<file path="src/rtl/hop_pkg.sv">
package hop_pkg;
  localparam int FREQ_W = 12;
  localparam int BB_W   = 8;
  localparam int VS_W   = 2;
  localparam int FRAC_W = 8;
  localparam int DL_W   = 24;

  typedef struct packed {
    logic [VS_W-1:0]   vsel;
    logic [BB_W-1:0]   bb;
    logic [FREQ_W-1:0] freq;
  } op_point_t;

  typedef enum logic [2:0] {
    ST_IDLE, ST_SRCH, ST_DIV, ST_ISSUE_A, ST_RUN_A, ST_ISSUE_B, ST_RUN_B
  } hop_state_t;

  // cycles given to the lower point: floor(alpha * dl / 2^FRAC_W)
  function automatic logic [DL_W-1:0] low_share(input logic [FRAC_W-1:0] alpha,
                                                 input logic [DL_W-1:0]   dl);
    logic [DL_W+FRAC_W-1:0] prod;
    prod = {{DL_W{1'b0}}, alpha} * {{FRAC_W{1'b0}}, dl};
    return prod[DL_W+FRAC_W-1:FRAC_W];
  endfunction

  // a zero deadline still holds the point for one cycle
  function automatic logic [DL_W-1:0] eff_deadline(input logic [DL_W-1:0] dl);
    return (dl == '0) ? DL_W'(1) : dl;
  endfunction
endpackage

</file>
<file path="src/rtl/hop_search.sv">
module hop_search
  import hop_pkg::*;
#(
  parameter int N_ENTRIES = 16,
  localparam int IDX_W = $clog2(N_ENTRIES),
  localparam int CNT_W = $clog2(N_ENTRIES + 1)
) (
  input  op_point_t         tbl [N_ENTRIES],
  input  logic [CNT_W-1:0]  count,
  input  logic [FREQ_W-1:0] target,
  output logic [IDX_W-1:0]  hi_idx,
  output logic [IDX_W-1:0]  lo_idx,
  output logic              single,
  output logic              above
);
  always_comb begin
    logic found;
    found  = 1'b0;
    hi_idx = IDX_W'(count - CNT_W'(1));
    for (int i = 0; i < N_ENTRIES; i++) begin
      if (!found && (CNT_W'(i) < count) && (tbl[i].freq >= target)) begin
        found  = 1'b1;
        hi_idx = IDX_W'(i);
      end
    end
    above  = !found;
    single = !found || (hi_idx == '0) || (tbl[hi_idx].freq == target);
    lo_idx = hi_idx - IDX_W'(1);
  end
endmodule

</file>
<file path="src/rtl/hop_divider.sv">
module hop_divider #(
  parameter int NUM_W = 12,
  parameter int Q_W   = 8,
  localparam int CNT_W = $clog2(Q_W + 1)
) (
  input  logic             clk,
  input  logic             rst_n,
  input  logic             start,
  input  logic [NUM_W-1:0] num,
  input  logic [NUM_W-1:0] den,
  output logic             done_o,
  output logic [Q_W-1:0]   quot_o
);
  // restoring fraction divider, requires num < den
  logic [NUM_W-1:0] rem_q;
  logic [CNT_W-1:0] cnt_q;
  logic             busy_q;
  logic [NUM_W:0]   rem_sh;
  logic             take;

  assign rem_sh = {rem_q, 1'b0};
  assign take   = rem_sh >= {1'b0, den};

  always_ff @(posedge clk or negedge rst_n) begin
    if (!rst_n) begin
      rem_q  <= '0;
      cnt_q  <= '0;
      busy_q <= 1'b0;
      done_o <= 1'b0;
      quot_o <= '0;
    end else begin
      done_o <= 1'b0;
      if (start) begin
        rem_q  <= num;
        quot_o <= '0;
        cnt_q  <= CNT_W'(Q_W);
        busy_q <= 1'b1;
      end else if (busy_q) begin
        rem_q  <= take ? NUM_W'(rem_sh - {1'b0, den}) : rem_sh[NUM_W-1:0];
        quot_o <= {quot_o[Q_W-2:0], take};
        cnt_q  <= cnt_q - CNT_W'(1);
        if (cnt_q == CNT_W'(1)) begin
          busy_q <= 1'b0;
          done_o <= 1'b1;
        end
      end
    end
  end
endmodule

</file>
<file path="src/rtl/hop_selector.sv">
module hop_selector
  import hop_pkg::*;
#(
  parameter int N_ENTRIES = 16,
  localparam int IDX_W = $clog2(N_ENTRIES),
  localparam int CNT_W = $clog2(N_ENTRIES + 1)
) (
  input  logic                        clk,
  input  logic                        rst_n,
  input  logic [N_ENTRIES*FREQ_W-1:0] tbl_freq_i,
  input  logic [N_ENTRIES*VS_W-1:0]   tbl_vsel_i,
  input  logic [N_ENTRIES*BB_W-1:0]   tbl_bb_i,
  input  logic [CNT_W-1:0]            tbl_count_i,
  input  logic                        req_valid_i,
  output logic                        req_ready_o,
  input  logic [FREQ_W-1:0]           req_freq_i,
  input  logic [DL_W-1:0]             req_deadline_i,
  output logic                        cfg_valid_o,
  input  logic                        cfg_ready_i,
  output logic [VS_W-1:0]             cfg_vsel_o,
  output logic [BB_W-1:0]             cfg_bb_o,
  output logic [FREQ_W-1:0]           cfg_freq_o,
  output logic                        hop_o,
  output logic [FRAC_W-1:0]           alpha_o,
  output logic                        out_of_range_o,
  output logic                        done_o
);
  op_point_t tbl [N_ENTRIES];

  for (genvar g = 0; g < N_ENTRIES; g++) begin : g_unpack
    assign tbl[g].freq = tbl_freq_i[g*FREQ_W +: FREQ_W];
    assign tbl[g].vsel = tbl_vsel_i[g*VS_W +: VS_W];
    assign tbl[g].bb   = tbl_bb_i[g*BB_W +: BB_W];
  end

  hop_state_t        state_q;
  logic [FREQ_W-1:0] tgt_q;
  logic [DL_W-1:0]   dl_q, dur_a_q, dur_b_q, cnt_q;
  logic [IDX_W-1:0]  hi_q, lo_q, cur_idx_q;
  logic              hop_q, oor_q, done_q;
  logic [FRAC_W-1:0] alpha_q;

  logic [IDX_W-1:0]  s_hi, s_lo;
  logic              s_single, s_above;
  logic              div_start, div_done;
  logic [FRAC_W-1:0] div_q;
  logic [FREQ_W-1:0] div_num, div_den;
  logic [DL_W-1:0]   lo_cycles;

  // events brought out for the checker
  logic              phase_tick, phase_last, cfg_fire;

  hop_search #(.N_ENTRIES(N_ENTRIES)) i_search (
    .tbl    (tbl),
    .count  (tbl_count_i),
    .target (tgt_q),
    .hi_idx (s_hi),
    .lo_idx (s_lo),
    .single (s_single),
    .above  (s_above)
  );

  assign div_num   = tbl[s_hi].freq - tgt_q;
  assign div_den   = tbl[s_hi].freq - tbl[s_lo].freq;
  assign div_start = (state_q == ST_SRCH) && !s_single;

  hop_divider #(.NUM_W(FREQ_W), .Q_W(FRAC_W)) i_div (
    .clk    (clk),
    .rst_n  (rst_n),
    .start  (div_start),
    .num    (div_num),
    .den    (div_den),
    .done_o (div_done),
    .quot_o (div_q)
  );

  assign lo_cycles  = low_share(div_q, dl_q);
  assign phase_tick = (state_q == ST_RUN_A) || (state_q == ST_RUN_B);
  assign phase_last = phase_tick && (cnt_q == DL_W'(1));
  assign cfg_fire   = cfg_valid_o && cfg_ready_i;

  always_ff @(posedge clk or negedge rst_n) begin
    if (!rst_n) begin
      state_q   <= ST_IDLE;
      tgt_q     <= '0;
      dl_q      <= '0;
      dur_a_q   <= '0;
      dur_b_q   <= '0;
      cnt_q     <= '0;
      hi_q      <= '0;
      lo_q      <= '0;
      cur_idx_q <= '0;
      hop_q     <= 1'b0;
      oor_q     <= 1'b0;
      alpha_q   <= '0;
      done_q    <= 1'b0;
    end else begin
      done_q <= 1'b0;
      unique case (state_q)
        ST_IDLE: if (req_valid_i) begin
          tgt_q   <= req_freq_i;
          dl_q    <= eff_deadline(req_deadline_i);
          state_q <= ST_SRCH;
        end
        ST_SRCH: begin
          hi_q  <= s_hi;
          lo_q  <= s_lo;
          hop_q <= !s_single;
          oor_q <= s_above;
          if (s_single) begin
            alpha_q   <= '0;
            dur_a_q   <= dl_q;
            dur_b_q   <= '0;
            cur_idx_q <= s_hi;
            state_q   <= ST_ISSUE_A;
          end else begin
            state_q <= ST_DIV;
          end
        end
        ST_DIV: if (div_done) begin
          alpha_q   <= div_q;
          dur_b_q   <= lo_cycles;
          dur_a_q   <= dl_q - lo_cycles;
          cur_idx_q <= hi_q;
          state_q   <= ST_ISSUE_A;
        end
        ST_ISSUE_A: if (cfg_ready_i) begin
          cnt_q   <= dur_a_q;
          state_q <= ST_RUN_A;
        end
        ST_RUN_A: begin
          cnt_q <= cnt_q - DL_W'(1);
          if (phase_last) begin
            if (hop_q && (dur_b_q != '0)) begin
              cur_idx_q <= lo_q;
              state_q   <= ST_ISSUE_B;
            end else begin
              done_q  <= 1'b1;
              state_q <= ST_IDLE;
            end
          end
        end
        ST_ISSUE_B: if (cfg_ready_i) begin
          cnt_q   <= dur_b_q;
          state_q <= ST_RUN_B;
        end
        ST_RUN_B: begin
          cnt_q <= cnt_q - DL_W'(1);
          if (phase_last) begin
            done_q  <= 1'b1;
            state_q <= ST_IDLE;
          end
        end
        default: state_q <= ST_IDLE;
      endcase
    end
  end

  assign req_ready_o    = (state_q == ST_IDLE);
  assign cfg_valid_o    = (state_q == ST_ISSUE_A) || (state_q == ST_ISSUE_B);
  assign cfg_vsel_o     = tbl[cur_idx_q].vsel;
  assign cfg_bb_o       = tbl[cur_idx_q].bb;
  assign cfg_freq_o     = tbl[cur_idx_q].freq;
  assign hop_o          = hop_q;
  assign alpha_o        = alpha_q;
  assign out_of_range_o = oor_q;
  assign done_o         = done_q;
endmodule

</file>
<file path="config.mk">
export PLATFORM = sky130hd
export DESIGN_NAME = hop_selector
export DESIGN_NICKNAME = d
export VERILOG_FILES = /design/src/rtl/hop_pkg.sv /design/src/rtl/hop_search.sv /design/src/rtl/hop_divider.sv /design/src/rtl/hop_selector.sv
export SDC_FILE = /design/constraint.sdc
export NUM_CORES = 1
export LEC_CHECK = 0
export BUFFER_PORTS_ARGS = -buffer_cell sky130_fd_sc_hd__buf_2
export CAP_MARGIN = 20
export CORE_ASPECT_RATIO = 1.25
export CORE_UTILIZATION = 29
export DETAILED_ROUTE_END_ITERATION = 7
export PLACE_DENSITY_LB_ADDON = 0.25
export SLEW_MARGIN = 15
export SYNTH_ARGS = -nofsm -noshare
export SYNTH_HDL_FRONTEND = slang
export SYNTH_HIERARCHICAL = 1
export SYNTH_SLANG_ARGS = --single-unit
</file>
<file path="constraint.sdc">
create_clock -name clk -period 8.9 [get_ports clk]
set_clock_uncertainty 0.2 [all_clocks]
set_input_delay 2.67 -clock clk [delete_from_list [all_inputs] [get_ports clk]]
set_output_delay 2.67 -clock clk [all_outputs]
set_load 0.005 [all_outputs]
</file>
==> flow_summary.toml, run 1 <==
[run_status]
outcome = "finished, violations left"
violations = "setup timing"

[floorplan]
coreArea_mm2 = 0.0947
die_height_um = 349
dieArea_mm2 = 0.0973
start_util_pct = 29.4
io_pins = 432
row_count = 126
fp.dieW_um = 279

[grt]
grt_pass1_wl_um = 177000
antenna_found_initial = 11
grt_max_degree = 93
grt_pass1_vias = 28165
grtUsageTotal_pct = 24.1
overflow = 0

[setup_path]
rr_worst_depth = 38
r2r_setup_slack_ps = 490
crit_type = "in -> reg"
critPathMaxFanout = 6
r2r-start = "tgt_q[5]$_DFFE_PN0P_"
crit_path_start = "tbl_freq_i[105]"
crit_path_end_kind = "flip-flop"
reg2reg_to = "i_div/rem_q[1]$_DFFE_PN0P_"
critPathLaunchType = "primary input"
critPathBufInv = 6
arrival_ps = 9900
slowest_delay_ps = 550
cp.required_ps = 9080
cpMaxStageDelayCell = "or4_4"
critPathTopFamily = "compound AO/OA/AOI/OAI gates"

[sta]
hold_violations = 0
maxSlewViolCount = 0
max_freq_mhz = 103
rsz0062_at_grt = "yes"
setup_slack_ps = -821
tns_ps = -9180
worstMarginPinSlew_ps = 1080
fin_crit_sh_pct = 109
setup_viol_count_final = 13
fin_hold_ws_ps = 259
period_needed_ps = 9720
maxSlewHeadroom_pct = 28.0

[yosys]
yosys.area.top_type = "mux4_2"
synth_top_area_share_pct = 18.6
ys_seq_area_share_pct = 14.4
syn_inst = 2951
yosys_warnings = 6
syn-num-nets = 3787
syn_avg_cell_area_um2 = 9.44
synthTopCellsByArea = "mux4_2 (19%), dfrtp_1 (14%), ha_1 (14%)"
synth_common_cells = "ha_1 (304), nand2_1 (253), mux4_2 (230)"
synth-async-reset-ratio_pct = 100
synth_seq_cells = 160
yosysMostFrequentCell = "ha_1"
synthFlopType = "dfrtp_1"
synth-edff-count = 0
synthesis.area_mm2 = 0.0279
netlist-cell-type-count = 100

[final_layout]
drive_gt1_share_pct = 36.7
multiInputGateArea_mm2 = 0.0231
syn2layout_area_growth_pct = 32.0
seq_area_mm2 = 0.00401
fillers = 9549
fin_nets = 4602
final_area_mm2 = 0.0368

[min_path]
whs_endpoint = "alpha_o[1]$_DFFE_PN0P_"
hold_start = "alpha_o[1]$_DFFE_PN0P_"
hold_path.class = "reg -> reg"
whs_path_depth = 2

[cts]
path_clk_slew_ps = 70
clock_latency_ps = 460
cts.path.max_buffers = 2
ctsHtreeMaxLevel = 4
cts-root-buf = "clkbuf_16"
cts_tree = "built"
cts_sinks = 160
cts_buffers = 17
cts_hold_buf = 0

[placement]
hpwl_um = 97200
io_buffers = 431
gp_congestion = 0.957
place_area_mm2 = 0.0352
post-place-ws_ps = -1700

[detailed_routing]
drc = 0
drt_pre_antenna_iters = 6
viasPerCell = 5.49
first_iter_violations = 2141
routed_wl_um = 118000
avgRoutedWirePerCell_um = 23.2
vias = 27763
ant_nets = 0

[flow_run]
drv_cap = 0
## layout by cell type (no fill, tap or decap), types with 25 or more instances in the layout
| cell type | Yosys | layout |
|---|---|---|
| mux2i_1 | 45 | 45 |
| inv_1 | 219 | 213 |
| o21ai_0 | 101 | 92 |
| and3_1 | 29 | 28 |
| ha_1 | 304 | 273 |
| ha_4 | 0 | 25 |
| fa_1 | 135 | 134 |
| nand2_1 | 253 | 250 |
| mux2_1 | 36 | 36 |
| nor2_1 | 165 | 165 |
| a21oi_1 | 191 | 178 |
| a31oi_1 | 32 | 28 |
| o22ai_1 | 29 | 25 |
| xnor2_1 | 58 | 56 |
| dfrtp_1 | 160 | 156 |
| and2_1 | 153 | 150 |
| mux4_2 | 230 | 230 |
| a21o_1 | 55 | 55 |
| o21ai_1 | 84 | 84 |
| buf_2 | 18 | 425 |
| nand3_1 | 54 | 53 |
| xor2_1 | 28 | 28 |
| nand2b_1 | 33 | 32 |
| buf_4 | 2 | 496 |
| a211oi_1 | 27 | 25 |
| nor3_1 | 37 | 35 |
| nor4_1 | 25 | 25 |
## layer usage
layer / GRT usage (%) / routed length (µm) / vias to the layer above
li1: - / - / 12617
met1: 29.9 / 47700 / 13769
met2: 40.4 / 56500 / 1103
met3: 3.13 / 6370 / 262
met4: 13.1 / 7030 / 12
met5: 0 / 81 / -
## worst register-to-register path: cells and delay by family (launching register included)
family	cells	cell delay [ps]
and+or+nand+nor	9	1840
muxes	3	1350
DFF	1	380
buffers and inverters	7	1380
xor gates and xnor gates	1	130
AOI/OAI and AO/OA	15	2270
adders and majority gates	3	770
## worst max path at each step
stage	slack, ps	to	cells after the start
after global routing	-1040	i_div/rem_q[1]$_DFFE_PN0P_	40
after detailed placement	-1700	i_div/rem_q[1]$_DFFE_PN0P_	37
after global placement	-1720	i_div/rem_q[1]$_DFFE_PN0P_	37
after CTS	-670	i_div/rem_q[1]$_DFFE_PN0P_	40
final	-820	i_div/rem_q[1]$_DFFE_PN0P_	37
after floorplan	-1080	i_div/rem_q[1]$_DFFE_PN0P_	39
## sequential cells by signal, indices dropped and copies added (netlist names)
register / count
alpha_o: 8
dur_a_q: 24
out_of_range_o: 1
hop_o: 1
tgt_q: 12
i_div/done_o: 1
i_div/cnt_q: 4
dur_b_q: 24
done_o: 1
i_div/quot_o: 8
state_q: 3
i_div/rem_q: 12
hi_q: 4
dl_q: 24
lo_q: 4
cur_idx_q: 4
i_div/busy_q: 1
cnt_q: 24
## layout make-up
class	instances	share of cell area [%]
antenna	2	0.0136
clock buffer	20	1.27
clock inverter	12	0.432
inverter	224	2.36
multi-input combinational	2404	62.8
sequential	160	10.9
tap	1280	4.35
timing repair buffer	957	17.8
timing repair inverter	2	0.0544
## timing repair
action	in CTS	in global routing
buffers inserted	20	4
endpoints found under the setup margin	13	14
pin swaps	40	35
gates resized for setup	93	28
gates cloned	6	0
## logic make-up after synthesis
group / count (synthesis) / share of synthesized area, %
xor+xnor: 86 / 2.70
compound gates: 725 / 16.9
flops: 160 / 14.4
fa+ha+maj: 439 / 23.3
buf+inv: 387 / 5.79
mux: 322 / 22.1
simple gates: 832 / 14.8
## through the flow
stage / std cells / util, %
final: 5061 / 38.8
after global routing: 5061 / 38.8
after CTS: 5057 / 38.7
after detailed placement: 4999 / 37.2
after global placement: 4998 / 37.2
after floorplan: 2951 / -
Power of run 1 is not shown: default switching activity piles up to over one toggle a cycle in this logic, so the estimate is an artifact.
==> inputs of run 2 (changes only) <==
CELL_PAD_IN_SITES_DETAIL_PLACEMENT = 1   (was default)
CELL_PAD_IN_SITES_GLOBAL_PLACEMENT = 1   (was default)
==> flow_summary.toml, run 2 (synthesized netlist as in run 1, its figures left out) <==
[grt]
grt_max_degree = 71
antenna_found_initial = 8
grt_pass1_wl_um = 188000
grt_pass1_vias = 30083
grtUsageTotal_pct = 25.6
overflow = 0

[placement]
dpl.cell_count = 5021
post-place-ws_ps = -1680
hpwl_um = 104000
gp_congestion = 0.961
io_buffers = 431

[final_layout]
finalNonFillerCells = 5083
drive_gt1_share_pct = 36.7
syn2layout_area_growth_pct = 31.4
final_cell_mix = "buf_4 (517), buf_2 (427), ha_1 (281), nand2_1 (250), mux4_2 (230)"
fin_nets = 4623
layout_commonest_cell = "buf_4"

[cts]
cts_tree = "built"
cts_sinks = 160
cts_buffers = 17
path_clk_slew_ps = 70
cts.path.max_buffers = 2
ctsHtreeMaxLevel = 4
clock_latency_ps = 450
cts-root-buf = "clkbuf_16"

[detailed_routing]
ant_nets = 0
drc = 0
wl_met1_um = 49300
first_iter_violations = 1784
vias = 27942
met3_length_um = 5330
route.met2.wl_um = 62300
drt_pre_antenna_iters = 5
viasPerCell = 5.50
avgRoutedWirePerCell_um = 24.6
dr.max_layer_used = "met4"
routed_wl_um = 125000

[setup_path]
cpMaxStageDelayCell = "or4_4"
crit_path_end_kind = "flip-flop"
critPathMaxFanout = 7
arrival_ps = 9800
reg2reg_to = "i_div/rem_q[2]$_DFFE_PN0P_"
crit_type = "in -> reg"
rr_worst_depth = 40
r2r_setup_slack_ps = 500
cp.required_ps = 9040
r2r-start = "tgt_q[7]$_DFFE_PN0P_"
critPathLaunchType = "primary input"
slowest_delay_ps = 560

[sta]
rsz0062_at_grt = "yes"
setup_slack_ps = -757
worstMarginPinSlew_ps = 1020
period_needed_ps = 9660
max_freq_mhz = 104
maxSlewHeadroom_pct = 32.1
tns_ps = -9080
setup_viol_count_final = 13
maxSlewViolCount = 0
hold_violations = 0
fin_crit_sh_pct = 109

[floorplan]
die_height_um = 349
coreArea_mm2 = 0.0947
start_util_pct = 29.4
io_pins = 432
dieArea_mm2 = 0.0973
fp.dieW_um = 279
row_count = 126

[min_path]
hold_path.class = "reg -> reg"
whs_endpoint = "alpha_o[2]$_DFFE_PN0P_"
hold_start = "alpha_o[2]$_DFFE_PN0P_"
whs_path_depth = 2

[run_status]
outcome = "finished, violations left"
violations = "setup timing"

[flow_run]
drv_cap = 0
run 2: through the flow:
| step | instance area [µm²] | util, % | hold slack (ps) |
|---|---|---|---|
| after floorplan | 28500 | - | 242 |
| after global placement | 35300 | 37.3 | 248 |
| after detailed placement | 35400 | 37.3 | 251 |
| after CTS | 36300 | 38.3 | 265 |
| after global routing | 36600 | 38.6 | 286 |
| final | 36600 | 38.7 | 260 |
run 2: layer usage:
metal	GRT usage, %	vias up
met5	0	-
met4	15.3	0
met3	2.72	269
met2	44.6	922
met1	30.3	14123
li1	-	12628
run 2: worst max-delay path by stage:
stage	startpoint	to	slack (ps)	cells after the start
2_1_floorplan	tbl_freq_i[125]	i_div/rem_q[1]$_DFFE_PN0P_	-1080	39
3_3_place_gp	tbl_freq_i[29]	i_div/rem_q[1]$_DFFE_PN0P_	-1610	37
3_5_place_dp	tbl_freq_i[29]	i_div/rem_q[1]$_DFFE_PN0P_	-1680	38
4_1_cts	tbl_freq_i[117]	i_div/rem_q[1]$_DFFE_PN0P_	-770	39
5_1_grt	tbl_freq_i[82]	i_div/rem_q[1]$_DFFE_PN0P_	-1000	38
6_report	tbl_freq_i[105]	i_div/rem_q[2]$_DFFE_PN0P_	-760	39
run 2: worst max-delay path, delay by kind of cell:
family,cells,cell delay (ps)
adder cells (fa/ha/maj),5,1470
multiplexers,3,970
AO/OA/AOI/OAI,15,1890
XOR/XNOR,1,150
AND/OR/NAND/NOR,9,1950
buffers and inverters,6,670
run 2: what timing repair did:
item                                   4_1_cts  5_1_grt
endpoints found under the hold margin        0        0
setup endpoints to repair                   80       84
setup buffers                               14       10
gates cloned                                 3        0
gates resized for setup                     54       44
pin swaps                                   29       18
hold buffers                                 0        0
run 2: final cells by class:
| type | instances | area [µm²] |
|---|---|---|
| clock buffers | 20 | 447 |
| multi-input cells | 2404 | 23000 |
| well taps | 1280 | 1600 |
| repair buffers | 978 | 6580 |
| flip-flops and latches | 160 | 4010 |
| inverters | 224 | 870 |
| repair inverters | 2 | 17.5 |
| fillers | 11066 | 58100 |
| clock inverters | 11 | 109 |
| diodes | 4 | 10.0 |
Power of run 2 is left out for the same reason.
==> inputs of run 3 (changes only) <==
CTS_BUF_LIST = sky130_fd_sc_hd__clkbuf_8   (was default)
==> flow_summary.toml, run 3 (synthesized netlist as in run 1, its figures left out) <==
[sta]
period_needed_ps = 9630
setup_viol_count_final = 13
maxSlewHeadroom_pct = 32.6
setup_slack_ps = -733
fin_crit_sh_pct = 108
worstMarginPinSlew_ps = 1010
hold_violations = 0
maxSlewViolCount = 0
rsz0062_at_grt = "yes"
max_freq_mhz = 104

[detailed_routing]
viasPerCell = 5.51
drt_pre_antenna_iters = 6
first_iter_violations = 1762
vias = 28013
avgRoutedWirePerCell_um = 24.6
drc = 0
ant_nets = 0
routed_wl_um = 125000

[floorplan]
coreArea_mm2 = 0.0947
start_util_pct = 29.4
die_height_um = 349
row_count = 126
io_pins = 432
fp.dieW_um = 279
dieArea_mm2 = 0.0973

[final_layout]
fillers = 11087
layout_commonest_cell = "buf_4"
fin_nets = 4623
fin_util_pct = 38.4
syn2layout_area_growth_pct = 30.7
drive_gt1_share_pct = 36.7
final_cell_mix = "buf_4 (518), buf_2 (427), ha_1 (281), nand2_1 (250), mux4_2 (230)"

[setup_path]
cp.required_ps = 9140
crit_type = "in -> reg"
slowest_delay_ps = 560
arrival_ps = 9870
critPathLaunchType = "primary input"
cpMaxStageDelayCell = "or4_4"
rr_worst_depth = 39
crit_path_end_kind = "flip-flop"
critPathMaxFanout = 7

[run_status]
violations = "setup timing"
outcome = "finished, violations left"

[placement]
gp_congestion = 0.961
io_buffers = 431
hpwl_um = 104000

[grt]
grt_pass1_wl_um = 188000
antenna_found_initial = 9
grt_pass1_vias = 30115
overflow = 0
grtUsageTotal_pct = 25.6
grt_max_degree = 71

[cts]
cts_tree = "built"
cts-root-buf = "clkbuf_8"
cts_buffers = 17
path_clk_slew_ps = 90
clock_latency_ps = 520
cts_sinks = 160
ctsHtreeMaxLevel = 4
cts.path.max_buffers = 2
cts_hold_buf = 0

[flow_run]
drv_cap = 0

[min_path]
hold_path.class = "reg -> reg"
whs_path_depth = 2
==> run 3: through the flow <==
| stage | worst slack, ps | instances | area (µm²) | hold slack (ps) | setup TNS [ps] |
|---|---|---|---|---|---|
| after floorplan | -1080 | 2951 | 28500 | 242 | -12860 |
| after global placement | -1610 | 5020 | 35300 | 248 | -56400 |
| after detailed placement | -1680 | 5021 | 35400 | 251 | -60980 |
| after CTS | -711 | 5070 | 36100 | 270 | -7670 |
| after global routing | -935 | 5082 | 36400 | 291 | -11000 |
| final | -733 | 5084 | 36400 | 265 | -8410 |
==> run 3: worst paths after layout <==
| kind | slack (ps) | endpoint | start |
|---|---|---|---|
| max | -730 | i_div/rem_q[1]$_DFFE_PN0P_ | tbl_freq_i[105] |
| min | 260 | alpha_o[2]$_DFFE_PN0P_ | alpha_o[2]$_DFFE_PN0P_ |
| max reg2reg | 480 | i_div/rem_q[1]$_DFFE_PN0P_ | tgt_q[7]$_DFFE_PN0P_ |
| min reg2reg | 260 | alpha_o[2]$_DFFE_PN0P_ | alpha_o[2]$_DFFE_PN0P_ |
| max in group asynchronous | 5260 | dur_b_q[21]$_DFFE_PN0P_ | rst_n |
| min in group asynchronous | 1920 | dl_q[1]$_DFFE_PN0P_ | rst_n |
==> run 3: final cells by class <==
type | instances | area [µm²] | share of cell area (%)
multi-input combinational | 2404 | 23000 | 63.1
timing repair buffer | 978 | 6580 | 18.1
sequential | 160 | 4010 | 11.0
tap | 1280 | 1600 | 4.40
inverter | 224 | 870 | 2.39
clock buffer | 18 | 248 | 0.680
clock inverter | 13 | 116 | 0.319
timing repair inverter | 2 | 17.5 | 0.0481
antenna | 5 | 12.5 | 0.0344
==> run 3: critical path, delay by kind of cell <==
kind / cells / cell delay, ps
adder cells (fa/ha/maj): 5 / 1470
multiplexers: 3 / 1100
AND/OR/NAND/NOR: 10 / 2160
AO/OA/AOI/OAI: 14 / 1750
buffers and inverters: 5 / 560
XOR/XNOR: 1 / 150
==> run 3: timing repair <==
| action | in CTS | in global routing |
|---|---|---|
| endpoints found under the setup margin | 38 | 75 |
| resized for setup | 56 | 40 |
| pin swaps | 30 | 17 |
| buffers inserted | 15 | 9 |
| gates cloned | 3 | 0 |
==> run 3: metal layers <==
layer	share of wire [%]	vias to the layer above	global-route usage, %
li1	-	12634	-
met1	39	14160	30.3
met2	50	953	44.5
met3	4.6	264	2.74
met4	6.4	2	15.4
met5	0.010	-	0
Power of run 3 is left out for the same reason.
